File: src/rtl/cam_trig_pkg.sv
package cam_trig_pkg;

  // Sequencer state: idle, running a cycle, or waiting for restart.
  typedef enum logic [1:0] {
    SQ_IDLE = 2'd0,
    SQ_RUN  = 2'd1,
    SQ_HOLD = 2'd2
  } seq_state_e;

endpackage

File: src/rtl/cam_trig_rst_sync.sv
module cam_trig_rst_sync (
  input  logic clk,
  input  logic rst_n_a,
  output logic rst_n_s
);

  logic [1:0] sync_q;

  always_ff @(posedge clk or negedge rst_n_a) begin
    if (!rst_n_a) begin
      sync_q <= 2'b00;
    end else begin
      sync_q <= {sync_q[0], 1'b1};
    end
  end

  assign rst_n_s = sync_q[1];

endmodule

File: src/rtl/cam_trig_slot_timer.sv
module cam_trig_slot_timer #(
  parameter int CNT_W = 32,
  parameter int PW_W  = 16
) (
  input  logic             clk,
  input  logic             rst_n,
  input  logic             run_i,
  input  logic [CNT_W-1:0] slot_len_i,
  input  logic [PW_W-1:0]  pulse_len_i,
  output logic             slot_end_o,
  output logic             fire_win_o
);

  localparam logic [CNT_W-1:0] MIN_LEN = CNT_W'(2);

  logic [CNT_W-1:0] cnt_q, cnt_d;
  logic [CNT_W-1:0] len_eff, last_cnt, pw_ext, hi_len;
  logic             cnt_en;

  // Effective slot length and clipped pulse window.
  always_comb begin
    len_eff  = (slot_len_i < MIN_LEN) ? MIN_LEN : slot_len_i;
    last_cnt = len_eff - CNT_W'(1);
    pw_ext   = CNT_W'(pulse_len_i);
    hi_len   = (pw_ext < last_cnt) ? pw_ext : last_cnt;
  end

  assign slot_end_o = run_i && (cnt_q >= last_cnt);
  assign fire_win_o = run_i && (cnt_q < hi_len);

  // Next count: cleared outside a run and at each slot end.
  always_comb begin
    if (!run_i || slot_end_o) begin
      cnt_d = '0;
    end else begin
      cnt_d = cnt_q + CNT_W'(1);
    end
    cnt_en = run_i || (cnt_q != '0);
  end

  always_ff @(posedge clk or negedge rst_n) begin
    if (!rst_n) begin
      cnt_q <= '0;
    end else if (cnt_en) begin
      cnt_q <= cnt_d;
    end
  end

endmodule

File: src/rtl/cam_trig_seq_fsm.sv
module cam_trig_seq_fsm
  import cam_trig_pkg::*;
#(
  parameter int NUM_CAM = 3,
  parameter int SLOT_W  = 2
) (
  input  logic              clk,
  input  logic              rst_n,
  input  logic              enable_i,
  input  logic              auto_i,
  input  logic              restart_i,
  input  logic              slot_end_i,
  output seq_state_e        state_o,
  output logic [SLOT_W-1:0] slot_o,
  output logic              run_o,
  output logic              cycle_end_o
);

  localparam logic [SLOT_W-1:0] LAST_SLOT = SLOT_W'(NUM_CAM - 1);

  seq_state_e        st_q, st_d;
  logic [SLOT_W-1:0] slot_q, slot_d;

  always_comb begin
    st_d        = st_q;
    slot_d      = slot_q;
    cycle_end_o = 1'b0;
    case (st_q)
      SQ_IDLE: begin
        slot_d = '0;
        if (enable_i) begin
          st_d = SQ_RUN;
        end
      end
      SQ_RUN: begin
        if (slot_end_i) begin
          if (slot_q == LAST_SLOT) begin
            cycle_end_o = 1'b1;
            if (!enable_i) begin
              st_d   = SQ_IDLE;
              slot_d = '0;
            end else if (auto_i) begin
              slot_d = '0;
            end else begin
              st_d = SQ_HOLD;
            end
          end else if (!enable_i) begin
            st_d   = SQ_IDLE;
            slot_d = '0;
          end else begin
            slot_d = slot_q + SLOT_W'(1);
          end
        end
      end
      SQ_HOLD: begin
        if (!enable_i) begin
          st_d   = SQ_IDLE;
          slot_d = '0;
        end else if (restart_i) begin
          st_d   = SQ_RUN;
          slot_d = '0;
        end
      end
      default: begin
        st_d   = SQ_IDLE;
        slot_d = '0;
      end
    endcase
  end

  always_ff @(posedge clk or negedge rst_n) begin
    if (!rst_n) begin
      st_q   <= SQ_IDLE;
      slot_q <= '0;
    end else begin
      st_q   <= st_d;
      slot_q <= slot_d;
    end
  end

  assign state_o = st_q;
  assign slot_o  = slot_q;
  assign run_o   = (st_q == SQ_RUN);

endmodule

File: src/rtl/cam_trig_out.sv
module cam_trig_out #(
  parameter int NUM_CAM = 3,
  parameter int SLOT_W  = 2
) (
  input  logic               clk,
  input  logic               rst_n,
  input  logic               fire_win_i,
  input  logic [SLOT_W-1:0]  slot_i,
  input  logic               cycle_end_i,
  output logic [NUM_CAM-1:0] trig_o,
  output logic [SLOT_W-1:0]  slot_o,
  output logic               done_o
);

  logic [NUM_CAM-1:0] trig_q;
  logic [SLOT_W-1:0]  slot_q;
  logic               done_q;

  // One registered trigger per camera, selected by slot index.
  for (genvar g = 0; g < NUM_CAM; g++) begin : g_cam
    logic fire_d;
    assign fire_d = fire_win_i && (slot_i == SLOT_W'(g));
    always_ff @(posedge clk or negedge rst_n) begin
      if (!rst_n) begin
        trig_q[g] <= 1'b0;
      end else begin
        trig_q[g] <= fire_d;
      end
    end
  end

  always_ff @(posedge clk or negedge rst_n) begin
    if (!rst_n) begin
      slot_q <= '0;
      done_q <= 1'b0;
    end else begin
      slot_q <= slot_i;
      done_q <= cycle_end_i;
    end
  end

  assign trig_o = trig_q;
  assign slot_o = slot_q;
  assign done_o = done_q;

endmodule

File: src/rtl/cam_trig_seq.sv
module cam_trig_seq
  import cam_trig_pkg::*;
#(
  parameter int NUM_CAM = 3,
  parameter int CNT_W   = 32,
  parameter int PW_W    = 16,
  localparam int SLOT_W = (NUM_CAM > 1) ? $clog2(NUM_CAM) : 1
) (
  input  logic               clk,
  input  logic               rst_n,
  input  logic               enable_i,
  input  logic               auto_i,
  input  logic               restart_i,
  input  logic [CNT_W-1:0]   slot_len_i,
  input  logic [PW_W-1:0]    pulse_len_i,
  output logic [NUM_CAM-1:0] trig_o,
  output logic [SLOT_W-1:0]  slot_idx_o,
  output logic               cycle_done_o
);

  logic              rst_n_s;
  logic              run;
  logic              slot_end;
  logic              fire_win;
  logic              cycle_end;
  logic [SLOT_W-1:0] seq_slot;
  seq_state_e        seq_state;

  cam_trig_rst_sync u_rst (
    .clk     (clk),
    .rst_n_a (rst_n),
    .rst_n_s (rst_n_s)
  );

  cam_trig_slot_timer #(
    .CNT_W (CNT_W),
    .PW_W  (PW_W)
  ) u_timer (
    .clk         (clk),
    .rst_n       (rst_n_s),
    .run_i       (run),
    .slot_len_i  (slot_len_i),
    .pulse_len_i (pulse_len_i),
    .slot_end_o  (slot_end),
    .fire_win_o  (fire_win)
  );

  cam_trig_seq_fsm #(
    .NUM_CAM (NUM_CAM),
    .SLOT_W  (SLOT_W)
  ) u_fsm (
    .clk         (clk),
    .rst_n       (rst_n_s),
    .enable_i    (enable_i),
    .auto_i      (auto_i),
    .restart_i   (restart_i),
    .slot_end_i  (slot_end),
    .state_o     (seq_state),
    .slot_o      (seq_slot),
    .run_o       (run),
    .cycle_end_o (cycle_end)
  );

  cam_trig_out #(
    .NUM_CAM (NUM_CAM),
    .SLOT_W  (SLOT_W)
  ) u_out (
    .clk         (clk),
    .rst_n       (rst_n_s),
    .fire_win_i  (fire_win),
    .slot_i      (seq_slot),
    .cycle_end_i (cycle_end),
    .trig_o      (trig_o),
    .slot_o      (slot_idx_o),
    .done_o      (cycle_done_o)
  );

endmodule

File: config.mk
export PLATFORM = sky130hd
export DESIGN_NAME = cam_trig_seq
export DESIGN_NICKNAME = d
export VERILOG_FILES = /design/src/rtl/cam_trig_pkg.sv /design/src/rtl/cam_trig_rst_sync.sv /design/src/rtl/cam_trig_slot_timer.sv /design/src/rtl/cam_trig_seq_fsm.sv /design/src/rtl/cam_trig_out.sv /design/src/rtl/cam_trig_seq.sv
export SDC_FILE = /design/constraint.sdc
export NUM_CORES = 1
export LEC_CHECK = 0
export ABC_AREA = 0
export BUFFER_PORTS_ARGS = -buffer_cell sky130_fd_sc_hd__buf_2
export CAP_MARGIN = 20
export CORE_ASPECT_RATIO = 2
export CORE_MARGIN = 3
export CORE_UTILIZATION = 35
export CTS_CLUSTER_DIAMETER = 30
export CTS_CLUSTER_SIZE = 10
export DETAILED_ROUTE_END_ITERATION = 8
export SYNTH_ARGS = -nofsm -noshare
export SYNTH_HDL_FRONTEND = slang
export SYNTH_SLANG_ARGS = --single-unit
export TNS_END_PERCENT = 1
File: constraint.sdc
create_clock -name clk -period 1.4 [get_ports clk]
set_clock_uncertainty 0.2 [all_clocks]
set_input_delay 0.28 -clock clk [delete_from_list [all_inputs] [get_ports clk]]
set_output_delay 0.28 -clock clk [all_outputs]
set_load 0.01 [all_outputs]
# Word level (Yosys, flattened, before mapping)
# Cells that the tools add are included.
[classes] eq_ne=10 addsub=3 mux=23 magnitude_cmp=4 reduce_logical=13
[op_table] operator="$mux W32" n=3
[op_table] operator="$add A32 B1 Y32 const B" n=1
[op_table] operator="$ge A32 B32 Y1" n=1
[op_table] operator="$lt A16 B32 Y1" n=1
[op_table] operator="$lt A32 B2 Y1 const B" n=1
[op_table] operator="$lt A32 B32 Y1" n=1
[op_table] operator="$reduce_bool A32 Y1" n=1
[op_table] operator="$sub A32 B1 Y32 const B" n=1
[op_table] operator="$mux W2" n=15
[op_table] operator="$ne A3 B3 Y1 const B" n=2
[op_table] operator="$pmux W2 S3" n=1
[op_table] operator="$logic_and A1 B1 Y1" n=5
[op_table] operator="$reduce_and A5 Y1" n=1
[op_table] operator="$eq A2 B1 Y1 const B" n=2
[op_table] operator="$eq A2 B2 Y1 const B" n=2
[op_table] operator="$logic_not A2 Y1" n=2
[op_table] operator="$ne A2 B2 Y1 const B" n=2
[op_table] operator="$ne A4 B4 Y1 const B" n=1
[op_table] operator="$pmux W2 S2" n=1
[op_table] operator="$mux W1" n=3
[op_table] operator="$ne A3 B2 Y1 const B" n=1
[op_table] operator="$reduce_and A3 Y1" n=1
[op_table] operator="$add A2 B1 Y2 const B" n=1
[op_table] operator="$logic_or A1 B1 Y1" n=2
[op_table] operator="$logic_not A1 Y1" n=1
[word_totals] output_inout_bits=6 elab_cells=62 reg_bits=44

# Depth between registers and ports, before layout
# Gate-level depths: netlist of run 1.
[logic_depth] ltp_word=8 ltp_mapped=29

# Cells and area by module
# A second synthesis of run 1 with hierarchy kept.
[hier_totals] hier_cells=574 area_unflattened_um2=4931.0
[by_module_without_submodules] mod="cam_trig_slot_timer" seq_area_each_um2=800.8 area_per_inst_um2=4446.8 n_inst=1 cells_each=539
[by_module_without_submodules] mod="cam_trig_seq_fsm" seq_area_each_um2=100.1 area_per_inst_um2=250.2 n_inst=1 cells_each=23
[by_module_without_submodules] mod="cam_trig_out" seq_area_each_um2=150.1 area_per_inst_um2=180.2 n_inst=1 cells_each=9
[by_module_without_submodules] mod="cam_trig_rst_sync" seq_area_each_um2=50.0 area_per_inst_um2=53.8 n_inst=1 cells_each=3

# Worst setup path after synthesis of run 1
# Ideal clock, no wire load.
[synth_path] path_type="in2reg" startpoint="in slot_len_i[28]" endpoint="reg u_out.trig_q[0] (netlist: u_out.trig_o[0])" n_path_buf=2 t_required_ns=1.106 path_slack_ns=-4.999 cell_stages=28 t_arrival_ns=6.105 cell_sequence="nor4_1 and4_1 buf_2 nand2_1 o21ai_0 ha_1 nor4b_4 nand3_1 or3_1 xor2_1 ha_1 and3_1 a221o_1 a21o_1 inv_1 nand2_1 o2111ai_2 buf_6 mux2_4 ha_1 a21o_1 a21o_1 a21o_1 a21oi_1 nor2_1 a2111oi_0 o311ai_0 a211oi_1"
[synth_via] elab_chain_cells=8
[synth_rtl] item="from (decl)" line_no="cam_trig_seq.sv:14" rtl="input logic [CNT_W-1:0] slot_len_i,"
[synth_rtl] item="$lt A32 B2 Y1" line_no="cam_trig_slot_timer.sv:22" rtl="len_eff = (slot_len_i < MIN_LEN) ? MIN_LEN : slot_len_i;"
[synth_rtl] item="$mux W32 (*)" line_no="cam_trig_slot_timer.sv:22"
[synth_rtl] item="$sub A32 B1 Y32 (*)" line_no="cam_trig_slot_timer.sv:23" rtl="last_cnt = len_eff - CNT_W'(1);"
[synth_rtl] item="$lt A16 B32 Y1" line_no="cam_trig_slot_timer.sv:25" rtl="hi_len = (pw_ext < last_cnt) ? pw_ext : last_cnt;"
[synth_rtl] item="$mux W32 (*)" line_no="cam_trig_slot_timer.sv:25"
[synth_rtl] item="$lt A32 B32 Y1 (*)" line_no="cam_trig_slot_timer.sv:29" rtl="assign fire_win_o = run_i && (cnt_q < hi_len);"
[synth_rtl] item="$logic_and A1 B1 Y1 (*)" line_no="cam_trig_slot_timer.sv:29"
[synth_rtl] item="$logic_and A1 B1 Y1 (*)" line_no="cam_trig_out.sv:22" rtl="assign fire_d = fire_win_i && (slot_i == SLOT_W'(g));"
[synth_rtl] item="named net u_out.g_cam[0].fire_d" line_no="cam_trig_out.sv:21" rtl="logic fire_d;"
[synth_rtl] item="to (signal, indexed assignment)" line_no="cam_trig_out.sv:27" rtl="trig_q[g] <= fire_d;"
[synth_rtl] item="to (decl)" line_no="cam_trig_out.sv:15" rtl="logic [NUM_CAM-1:0] trig_q;"
# The timed path passes the listed nets; every way through them passes the cells marked *.
# A chain may end at the register's enable or synchronous reset.

# Final worst setup path of run 1
[layout_path] startpoint="in slot_len_i[1]" endpoint="reg u_out.trig_q[2] (netlist: u_out.trig_o[2])"
[layout_via] elab_chain_cells=8
[layout_rtl] item="$lt A32 B2 Y1" line_no="cam_trig_slot_timer.sv:22"
[layout_rtl] item="$mux W32 (*)" line_no="cam_trig_slot_timer.sv:22"
[layout_rtl] item="$sub A32 B1 Y32 (*)" line_no="cam_trig_slot_timer.sv:23"
[layout_rtl] item="$lt A16 B32 Y1" line_no="cam_trig_slot_timer.sv:25"
[layout_rtl] item="$mux W32 (*)" line_no="cam_trig_slot_timer.sv:25"
[layout_rtl] item="$lt A32 B32 Y1 (*)" line_no="cam_trig_slot_timer.sv:29"
[layout_rtl] item="$logic_and A1 B1 Y1 (*)" line_no="cam_trig_slot_timer.sv:29"
[layout_rtl] item="$logic_and A1 B1 Y1 (*)" line_no="cam_trig_out.sv:22"
[layout_rtl] item="named net u_out.g_cam[2].fire_d" line_no="cam_trig_out.sv:21"
# Marked as above.

==> impl_metrics.json, run 1 <==
{
  "status": "finished, violations left",
  "failed_checks": "negative hold slack, negative setup slack",
  "yosysSeqAreaShare": 0.221,
  "ir_worst_vdd_uv": 509,
  "power_leakage_nw": 3.94,
  "grt_max_degree": 30,
  "fmax_mhz": 172,
  "place_congestion": 0.925,
  "clockBufferDepth": 2,
  "routed_wl_um": 18500,
  "avgSynthCellArea_um2": 8.91,
  "cts.sinks": 44,
  "port_buffers": 58,
  "rows": 61,
  "cp_top_family": "compound AO/OA/AOI/OAI gates",
  "insertedDiodeCount": 0,
  "slew-limit-headroom": 0.552,
  "synth-edff-count": 0,
  "switchingPower_mw": 1.74,
  "cts_root_buf": "clkbuf_16",
  "finalSetupViolCount": 40,
  "fin_cells": 1029,
  "clk_pin_slew_ns": 0.07,
  "cp_max_fo": 4,
  "p_seq_frac": 0.295,
  "cap_violations": 0,
  "hold_path_class": "reg -> async",
  "coreArea_mm2": 0.0140,
  "grt_first_pass_wirelength_um": 29600,
  "die_w_um": 90.4,
  "final_hold_viol_count": 13,
  "synth_cells": 560,
  "routedWlPerCell_um": 17.9,
  "fin_hold_ws_ns": -0.0313,
  "viasPerCell": 5.38,
  "critical_path_class": "in -> reg",
  "cts_tree": "built",
  "die_area_mm2": 0.0158,
  "p_sw_frac": 0.348,
  "grt_util_all_layers": 0.237,
  "use_met1": 0.209,
  "worst_setup_path_end_kind": "flip-flop",
  "fin_crit_sh": 4.15,
  "synth-seq-cells": 44,
  "worstPathRequired_ns": 1.41,
  "io_pins": 59,
  "tightest_slew_ns": 0.669,
  "h-tree-depth": 2,
  "timing.final.ws_setup_ns": -4.41,
  "synthDistinctLibCells": 70,
  "place_inst": 1014,
  "grt_pass1_vias": 6041,
  "antenna_left": 0,
  "numCtsBuffers": 5,
  "synthArstFlopShare": 1.00,
  "dr.pass1.iters": 6,
  "clk_latency_ns": 0.30,
  "p_int_mw": 3.25,
  "power_frac_clock": 0.277,
  "ys_warn_count": 0,
  "antenna_found_initial": 0,
  "slew_viol_final": 0,
  "synthFlopType": "dfrtp_1",
  "crit_path_max_incr_delay_ns": 0.38,
  "syn_area_mm2": 0.00499,
  "hpwl_um": 15400,
  "drcViolationCount": 0,
  "final_layout_size_suffix_gt1_frac": 0.431,
  "area_delta_synth_final_pct": 55.2,
  "combPwrFrac": 0.427,
  "gr-total-overflow": 0,
  "critPathBufInv": 3,
  "initial_core_util": 0.357,
  "drt_iter0_drc": 212,
  "dr_total_vias": 5531,
  "worst_setup_path_start_kind": "input port",
  "use_met2": 0.485,
  "use_met3": 0.0220,
  "period_needed_ns": 5.81,
  "setup_tns_ns": -119.96,
  "fp.dieH_um": 175,
  "cpMaxStageDelayCell": "or3_4",
  "top_usage_layer": "met2",
  "crit_arrival_ns": 5.82,
  "rsz0062_at_grt": "yes",
  "power_density_mw_per_mm2": 644,
  "fin_nets": 972
}
## registers in the layout, summed over array words and instances, names as in the netlist
register	count
u_out.slot_o	2
u_fsm.state_o	2
u_out.done_o	1
u_rst.sync_q	2
u_fsm.slot_o	2
u_timer.cnt_q	32
u_out.trig_o	3
## cells by family after synthesis
logic type / after synthesis / synth area share
flops: 44 / 0.221
buf+inv: 37 / 0.0308
compound gates: 100 / 0.155
other cells: 1 / 0.000752
fa+ha+maj: 81 / 0.203
simple gates: 225 / 0.251
xor+xnor: 57 / 0.100
mux: 15 / 0.0384
## cells in the final DEF, fill, tap and decap left out, drive strengths merged, types with 5 or more instances in the layout
cell type  synthesis  final
a21oi             15     15
nand4             21     21
a21o              26     26
mux2              12     12
a2111oi            6      6
clkbuf             1      5
nand2             41     41
and3               9      9
nor2              63     63
o21ai             13     13
ha                80     80
a211oi             8      8
dfrtp             44     44
conb               1     17
nor3              16     16
xnor2             27     27
inv               31     31
nand3             22     22
buf                5    261
nor4              17     17
or4                5      5
xor2              30     30
## area by class of cell
cell class                      count  area, µm²
Clock inverter                      3       42.5
Sequential cell                    44       1100
Inverter                           31        116
Clock buffer                        5        125
Fill cell                        1293       6230
Multi-Input combinational cell    495       4220
Tap cell                          189        236
Timing Repair Buffer              262       1900
## worst paths after layout
| kind | startpoint | endpoint | slack (ns) | depth (start not counted) |
|---|---|---|---|---|
| worst max register to register | u_timer.cnt_q[2]$_DFFE_PN0P_ | u_fsm.slot_o[0]$_DFFE_PN0P_ | -1.59 | 10 |
| worst max-delay path | slot_len_i[1] | u_out.trig_o[2]$_DFF_PN0_ | -4.41 | 26 |
| max in group asynchronous | u_rst.sync_q[1]$_DFF_PN0_ | u_out.slot_o[0]$_DFF_PN0_ | 0.55 | 1 |
| min in group clk | enable_i | u_fsm.state_o[0]$_DFFE_PN0P_ | 0.04 | 3 |
| worst min register to register | u_rst.sync_q[1]$_DFF_PN0_ | u_timer.cnt_q[17]$_DFFE_PN0P_ | -0.03 | 0 |
| worst min-delay path | u_rst.sync_q[1]$_DFF_PN0_ | u_timer.cnt_q[17]$_DFFE_PN0P_ | -0.03 | 0 |
## per-stage QoR
stage | worst slack (ns) | cell area, µm² | power (mW) | utilization
after global routing | -4.62 | 7740 | 5.31 | 0.554
after detailed placement | -4.84 | 7150 | 3.42 | 0.512
after CTS | -4.33 | 7640 | 4.96 | 0.547
after global placement | -4.74 | 7150 | 3.35 | 0.512
after floorplan | -4.38 | 5170 | 2.47 | -
final | -4.41 | 7740 | 4.99 | 0.554
## synth_stat cells, drive strengths merged (4+ instances only)
library cell / n / area (µm²)
xor2: 30 / 263
or3: 4 / 25.0
a31oi: 4 / 25.0
inv: 31 / 116
nand2: 41 / 154
o21a: 4 / 30.0
or4: 5 / 37.5
and3: 9 / 56.3
a211oi: 8 / 60.1
a21o: 26 / 195
a2111oi: 6 / 85.1
nor2: 63 / 236
nor4: 17 / 155
mux2: 12 / 161
a21oi: 15 / 75.1
ha: 80 / 1000
nand3b: 4 / 30.0
nor2b: 4 / 25.0
nand3: 22 / 115
buf: 5 / 33.8
nor3: 16 / 103
nand4: 21 / 153
o21ai: 13 / 65.1
xnor2: 27 / 236
dfrtp: 44 / 1100
o2111ai: 4 / 47.6
and4: 4 / 35.0
## timing repair
item,CTS,global route
pin swaps,53,7
setup buffers,3,2
setup endpoints to repair,40,40
hold endpoints to repair,15,0
gates resized for setup,54,9
hold buffers,1,0
## power by group through the flow
stage	clock [mW]	sequential [mW]	combinational, mW
6_report	1.38	1.47	2.13
5_1_grt	1.46	1.49	2.36
4_1_cts	1.41	1.47	2.08
3_5_place_dp	0	1.50	1.93
3_3_place_gp	0	1.50	1.86
2_1_floorplan	0	1.58	0.893
## metal layers
| layer | wire length (µm) | part of all wire | vias up |
|---|---|---|---|
| met5 | 0 | 0 | - |
| met4 | 1340 | 0.072 | 0 |
| met3 | 401 | 0.022 | 75 |
| met2 | 10700 | 0.58 | 151 |
| met1 | 5980 | 0.32 | 2694 |
| li1 | - | - | 2611 |
Note: power is estimated with default switching activity, not from simulation.
==> run 2: changes to the inputs <==
--- a/config.mk
+++ b/config.mk
@@ -6,14 +6,14 @@
 export NUM_CORES = 1
 export LEC_CHECK = 0
 export ABC_AREA = 0
-export BUFFER_PORTS_ARGS = -buffer_cell sky130_fd_sc_hd__buf_2
 export CAP_MARGIN = 20
-export CORE_ASPECT_RATIO = 2
 export CORE_MARGIN = 3
 export CORE_UTILIZATION = 35
 export CTS_CLUSTER_DIAMETER = 30
 export CTS_CLUSTER_SIZE = 10
 export DETAILED_ROUTE_END_ITERATION = 8
+export DONT_BUFFER_PORTS = 1
+export SKIP_LAST_GASP = 1
 export SYNTH_ARGS = -nofsm -noshare
 export SYNTH_HDL_FRONTEND = slang
 export SYNTH_SLANG_ARGS = --single-unit
==> impl_metrics.json, run 2 (synthesis gave the netlist of run 1 again) <==
{
  "final_hold_viol_count": 0,
  "fin_crit_sh": 4.02,
  "viasPerCell": 5.39,
  "power_leakage_nw": 3.44,
  "rr_endpoint": "u_timer.cnt_q[24]$_DFFE_PN0P_",
  "port_buffers": 0,
  "r2r_cells": 11,
  "initial_core_util": 0.367,
  "clk_latency_ns": 0.29,
  "cp_max_fo": 4,
  "area_delta_synth_final_pct": 37.4,
  "drcViolationCount": 0,
  "numCtsBuffers": 5,
  "final_cell_mix": "160 x buf_4, 76 x ha_1, 63 x nor2_1, 43 x dfrtp_1, 38 x nand2_1",
  "post-place-ws_ns": -4.85,
  "rows": 42,
  "cts.sinks": 44,
  "grt_pass1_vias": 5141,
  "period_needed_ns": 5.62,
  "use_met1": 0.261,
  "ir_worst_vdd_uv": 697,
  "finalSetupViolCount": 40,
  "fin_nets": 875,
  "place_congestion": 0.936,
  "top_usage_layer": "met2",
  "coreArea_mm2": 0.0136,
  "h-tree-depth": 2,
  "cts_root_buf": "clkbuf_16",
  "drt_iter0_drc": 230,
  "io_pins": 59,
  "critPathBufInv": 1,
  "hold_path_class": "reg -> async",
  "grt_util_all_layers": 0.196,
  "grt_first_pass_wirelength_um": 25400,
  "die_w_um": 125,
  "p_total_mw": 4.64,
  "fin_hold_ws_ns": 0.0208,
  "crit_path_max_incr_delay_ns": 0.33,
  "failed_checks": "negative setup slack",
  "worst_setup_path_end_kind": "flip-flop",
  "clk_pin_slew_ns": 0.07,
  "cap_violations": 0,
  "grt_max_degree": 43,
  "critical_path_class": "in -> reg",
  "cpMaxStageDelayCell": "or3_1",
  "rsz0062_at_grt": "yes",
  "use_met3": 0.0456,
  "fillers": 1237,
  "dr_total_vias": 4950,
  "clockBufferDepth": 2,
  "r2r-start": "u_timer.cnt_q[0]$_DFFE_PN0P_",
  "path_common_cell": "a21o_1",
  "cts_tree": "built",
  "antenna_found_initial": 0,
  "final_core_util": 0.504,
  "cp_top_family": "compound AO/OA/AOI/OAI gates",
  "insertedDiodeCount": 0,
  "worstPathRequired_ns": 1.39,
  "slew_viol_final": 0,
  "final_common_cell": "buf_4",
  "final_layout_size_suffix_gt1_frac": 0.314,
  "dr.pass1.iters": 5,
  "rrSetupSlack_ns": -2.10,
  "hpwl_um": 13000,
  "crit_arrival_ns": 5.62,
  "antenna_left": 0,
  "fmax_mhz": 178,
  "use_met2": 0.333,
  "gr-total-overflow": 0,
  "slew-limit-headroom": 0.281,
  "die_area_mm2": 0.0157,
  "tightest_slew_ns": 1.08,
  "status": "finished, violations left",
  "power_density_mw_per_mm2": 676,
  "worst_setup_path_start_kind": "input port",
  "largest_reg_flops": 32,
  "timing.final.ws_setup_ns": -4.22,
  "routed_wl_um": 15600,
  "routedWlPerCell_um": 17.0,
  "max_flop_register": "u_timer.cnt_q",
  "fp.dieH_um": 125
}
run 2: changes by cell type in the layout (fill, tap and decap cells not counted), moves of 3 or more:
cell / before / now
xor2_1: 26 / 30
xor2_2: 3 / 0
ha_1: 73 / 76
buf_2: 55 / 0
buf_6: 5 / 2
buf_4: 198 / 160
run 2: worst register-to-register path, cell delays in order, from the launching register on:
cell	delay, ns
dfrtp_1	0.34
inv_1	0.06
ha_1	0.26
nand2b_1	0.10
a31oi_1	0.09
o221ai_1	0.27
a32oi_1	0.18
nor4b_2	0.58
nor4_2	0.11
buf_4	0.17
nor3_4	0.85
nor2_1	0.15
run 2: routing by layer:
layer | part of all wire | routed length [µm] | up-vias
li1 | - | - | 2417
met5 | 0 | 0 | -
met4 | 0.011 | 169 | 0
met1 | 0.45 | 7010 | 2369
met2 | 0.47 | 7340 | 144
met3 | 0.068 | 1070 | 20
run 2: repair_timing:
action	CTS	global route
hold buffers	2	0
endpoints found under the setup margin	40	40
resized for setup	16	3
pin swaps	14	6
endpoints found under the hold margin	4	0
setup buffers	6	1
run 2: through the flow:
stage                     std cells  TNS, ns  cell area, µm²
after CTS                       918  -145.23            6830
final                           919  -147.82            6860
after global routing            919  -159.05            6860
after floorplan                 576  -128.97            5170
after detailed placement        902  -160.95            6530
after global placement          902  -157.78            6530
run 2: layout make-up:
type                       instances  area [µm²]  area share
timing repair buffer             165        1260       0.184
multi-input combinational        495        3980       0.580
clock inverter                     2        38.8     0.00566
inverter                          31         116      0.0170
clock buffer                       6         139      0.0203
tap                              176         220      0.0321
sequential                        44        1100       0.161
run 2: worst max path at each step:
| stage | start | to | cells past startpoint |
|---|---|---|---|
| 2_1_floorplan | slot_len_i[3] | u_out.trig_o[0]$_DFF_PN0_ | 28 |
| 3_3_place_gp | slot_len_i[28] | u_out.trig_o[0]$_DFF_PN0_ | 26 |
| 3_5_place_dp | slot_len_i[28] | u_out.trig_o[0]$_DFF_PN0_ | 26 |
| 4_1_cts | slot_len_i[27] | u_out.trig_o[0]$_DFF_PN0_ | 28 |
| 5_1_grt | slot_len_i[18] | u_out.trig_o[1]$_DFF_PN0_ | 27 |
| 6_report | slot_len_i[27] | u_out.trig_o[2]$_DFF_PN0_ | 27 |
run 2: power breakdown:
| group | leakage (nW) | total, mW | internal (mW) | switching (mW) |
|---|---|---|---|---|
| sequential | 0.583 | 1.48 | 1.39 | 0.0900 |
| clock | 0.0871 | 1.41 | 0.895 | 0.514 |
| combinational | 2.77 | 1.75 | 0.861 | 0.888 |
==> run 3: changes to the inputs <==
--- a/config.mk
+++ b/config.mk
@@ -10,9 +10,9 @@
 export CORE_MARGIN = 3
 export CORE_UTILIZATION = 35
 export CTS_CLUSTER_DIAMETER = 30
-export CTS_CLUSTER_SIZE = 10
 export DETAILED_ROUTE_END_ITERATION = 8
 export DONT_BUFFER_PORTS = 1
+export RECOVER_POWER = 25
 export SKIP_LAST_GASP = 1
 export SYNTH_ARGS = -nofsm -noshare
 export SYNTH_HDL_FRONTEND = slang
==> impl_metrics.json, run 3 (synthesis gave the netlist of run 1 again) <==
{
  "status": "finished, violations left",
  "failed_checks": "negative setup slack",
  "routedWlPerCell_um": 17.1,
  "fin_nets": 875,
  "area_delta_synth_final_pct": 37.2,
  "slew_viol_final": 0,
  "place_congestion": 0.936,
  "gr-total-overflow": 0,
  "clockBufferDepth": 2,
  "fmax_mhz": 178,
  "clk_pin_slew_ns": 0.07,
  "routed_wl_um": 15700,
  "hpwl_um": 13000,
  "p_seq_frac": 0.319,
  "period_needed_ns": 5.63,
  "cts.sinks": 44,
  "grt_max_degree": 43,
  "setup_tns_ns": -148.11,
  "antenna_left": 0,
  "final_layout_size_suffix_gt1_frac": 0.314,
  "coreArea_mm2": 0.0136,
  "rr_endpoint": "u_timer.cnt_q[29]$_DFFE_PN0P_",
  "antenna_found_initial": 0,
  "worstPathRequired_ns": 1.39,
  "r2r_cells": 11,
  "viasPerCell": 5.39,
  "fin_hold_ws_ns": 0.0206,
  "grt_first_pass_wirelength_um": 25400,
  "ir_worst_vdd_uv": 699,
  "worst_setup_path_start_kind": "input port",
  "fp.dieH_um": 125,
  "rows": 42,
  "power_density_mw_per_mm2": 676,
  "timing.final.ws_setup_ns": -4.23,
  "switchingPower_mw": 1.49,
  "grt_util_all_layers": 0.196,
  "initial_core_util": 0.367,
  "insertedDiodeCount": 0,
  "drcViolationCount": 0,
  "power_leakage_nw": 3.43,
  "rrSetupSlack_ns": -2.09,
  "p_int_mw": 3.14,
  "cts_tree": "built",
  "dr_total_vias": 4952,
  "final_core_util": 0.503,
  "die_w_um": 125,
  "final_cell_mix": "160 x buf_4, 76 x ha_1, 63 x nor2_1, 43 x dfrtp_1, 38 x nand2_1",
  "io_pins": 59,
  "numCtsBuffers": 5,
  "tightest_slew_ns": 1.06,
  "port_buffers": 0,
  "cap_violations": 0,
  "critical_path_class": "in -> reg",
  "combPwrFrac": 0.376,
  "fin_crit_sh": 4.02,
  "h-tree-depth": 2,
  "rsz0062_at_grt": "yes",
  "clk_latency_ns": 0.29,
  "p_sw_frac": 0.322,
  "crit_start": "slot_len_i[27]",
  "crit_arrival_ns": 5.63,
  "final_common_cell": "buf_4",
  "power_frac_clock": 0.304,
  "finalSetupViolCount": 40,
  "hold_path_class": "in -> async",
  "r2r-start": "u_timer.cnt_q[0]$_DFFE_PN0P_",
  "max_flop_register": "u_timer.cnt_q",
  "drt_iter0_drc": 274,
  "cts_root_buf": "clkbuf_16",
  "grt_pass1_vias": 5141,
  "worst_setup_path_end_kind": "flip-flop",
  "slew-limit-headroom": 0.289,
  "cp_max_fo": 4,
  "die_area_mm2": 0.0157,
  "largest_reg_flops": 32,
  "dr.pass1.iters": 5,
  "crit_end": "u_out.trig_o[2]$_DFF_PN0_",
  "final_hold_viol_count": 0
}
[run 3: per-stage QoR]
| stage | cell area (µm²) | instances | total power [mW] | setup WS [ns] |
|---|---|---|---|---|
| 2_1_floorplan | 5170 | 576 | 2.47 | -4.38 |
| 5_1_grt | 6840 | 919 | 4.92 | -4.52 |
| 3_3_place_gp | 6530 | 902 | 3.10 | -4.70 |
| 3_5_place_dp | 6530 | 902 | 3.15 | -4.85 |
| 6_report | 6840 | 919 | 4.63 | -4.23 |
| 4_1_cts | 6830 | 918 | 4.64 | -4.15 |
[run 3: power by group through the flow]
| stage | registers [mW] | clock network (mW) | logic (mW) |
|---|---|---|---|
| floorplan | 1.58 | 0 | 0.893 |
| detailed placement | 1.50 | 0 | 1.65 |
| global route | 1.49 | 1.48 | 1.96 |
| CTS | 1.48 | 1.43 | 1.73 |
| finish | 1.48 | 1.41 | 1.74 |
| global placement | 1.50 | 0 | 1.60 |
[run 3: layout make-up]
type	instances	area (µm²)
Clock buffer	6	139
Tap cell	176	220
Clock inverter	2	38.8
Multi-Input combinational cell	495	3980
Fill cell	1239	6770
Inverter	31	116
Sequential cell	44	1100
Timing Repair Buffer	165	1250
[run 3: worst min-delay path by stage]
| stage | startpoint | endpoint |
|---|---|---|
| after floorplan | rst_n | u_rst.sync_q[0]$_DFF_PN0_ |
| after global placement | rst_n | u_rst.sync_q[0]$_DFF_PN0_ |
| after detailed placement | rst_n | u_rst.sync_q[1]$_DFF_PN0_ |
| after CTS | rst_n | u_rst.sync_q[0]$_DFF_PN0_ |
| after global routing | rst_n | u_rst.sync_q[0]$_DFF_PN0_ |
| final | rst_n | u_rst.sync_q[0]$_DFF_PN0_ |
[run 3: routing by layer]
| layer | vias up | share of wire | wire (µm) | track usage |
|---|---|---|---|---|
| met5 | - | 0 | 0 | 0 |
| met4 | 0 | 0.011 | 176 | 0.0274 |
| met3 | 22 | 0.067 | 1050 | 0.0456 |
| met2 | 139 | 0.47 | 7380 | 0.333 |
| met1 | 2366 | 0.45 | 7070 | 0.261 |
| li1 | 2425 | - | - | - |
[run 3: critical path, stage by stage]
cell	delay [ns]
nor4_4	0.29
and4_4	0.29
nand2_4	0.06
o21ai_4	0.18
ha_4	0.16
nor4b_4	0.23
nand3_1	0.13
or3_1	0.33
xor2_1	0.22
ha_1	0.28
and3_1	0.16
a221o_1	0.32
a21o_1	0.16
inv_2	0.10
a21o_1	0.22
nor3_2	0.07
o2111a_1	0.16
mux2_2	0.28
ha_1	0.30
a21o_1	0.18
a21o_1	0.18
a211oi_2	0.20
or4_4	0.17
o21ai_2	0.05
a31oi_1	0.20
o311ai_2	0.18
a211oi_2	0.21
[run 3: timing repair]
action                     4_1_cts  5_1_grt
resized for setup               16        3
hold buffers                     2        0
pin swaps                       14        6
hold endpoints to repair         4        0
setup buffers                    6        1
gates cloned                     0        0
setup endpoints to repair       40       40
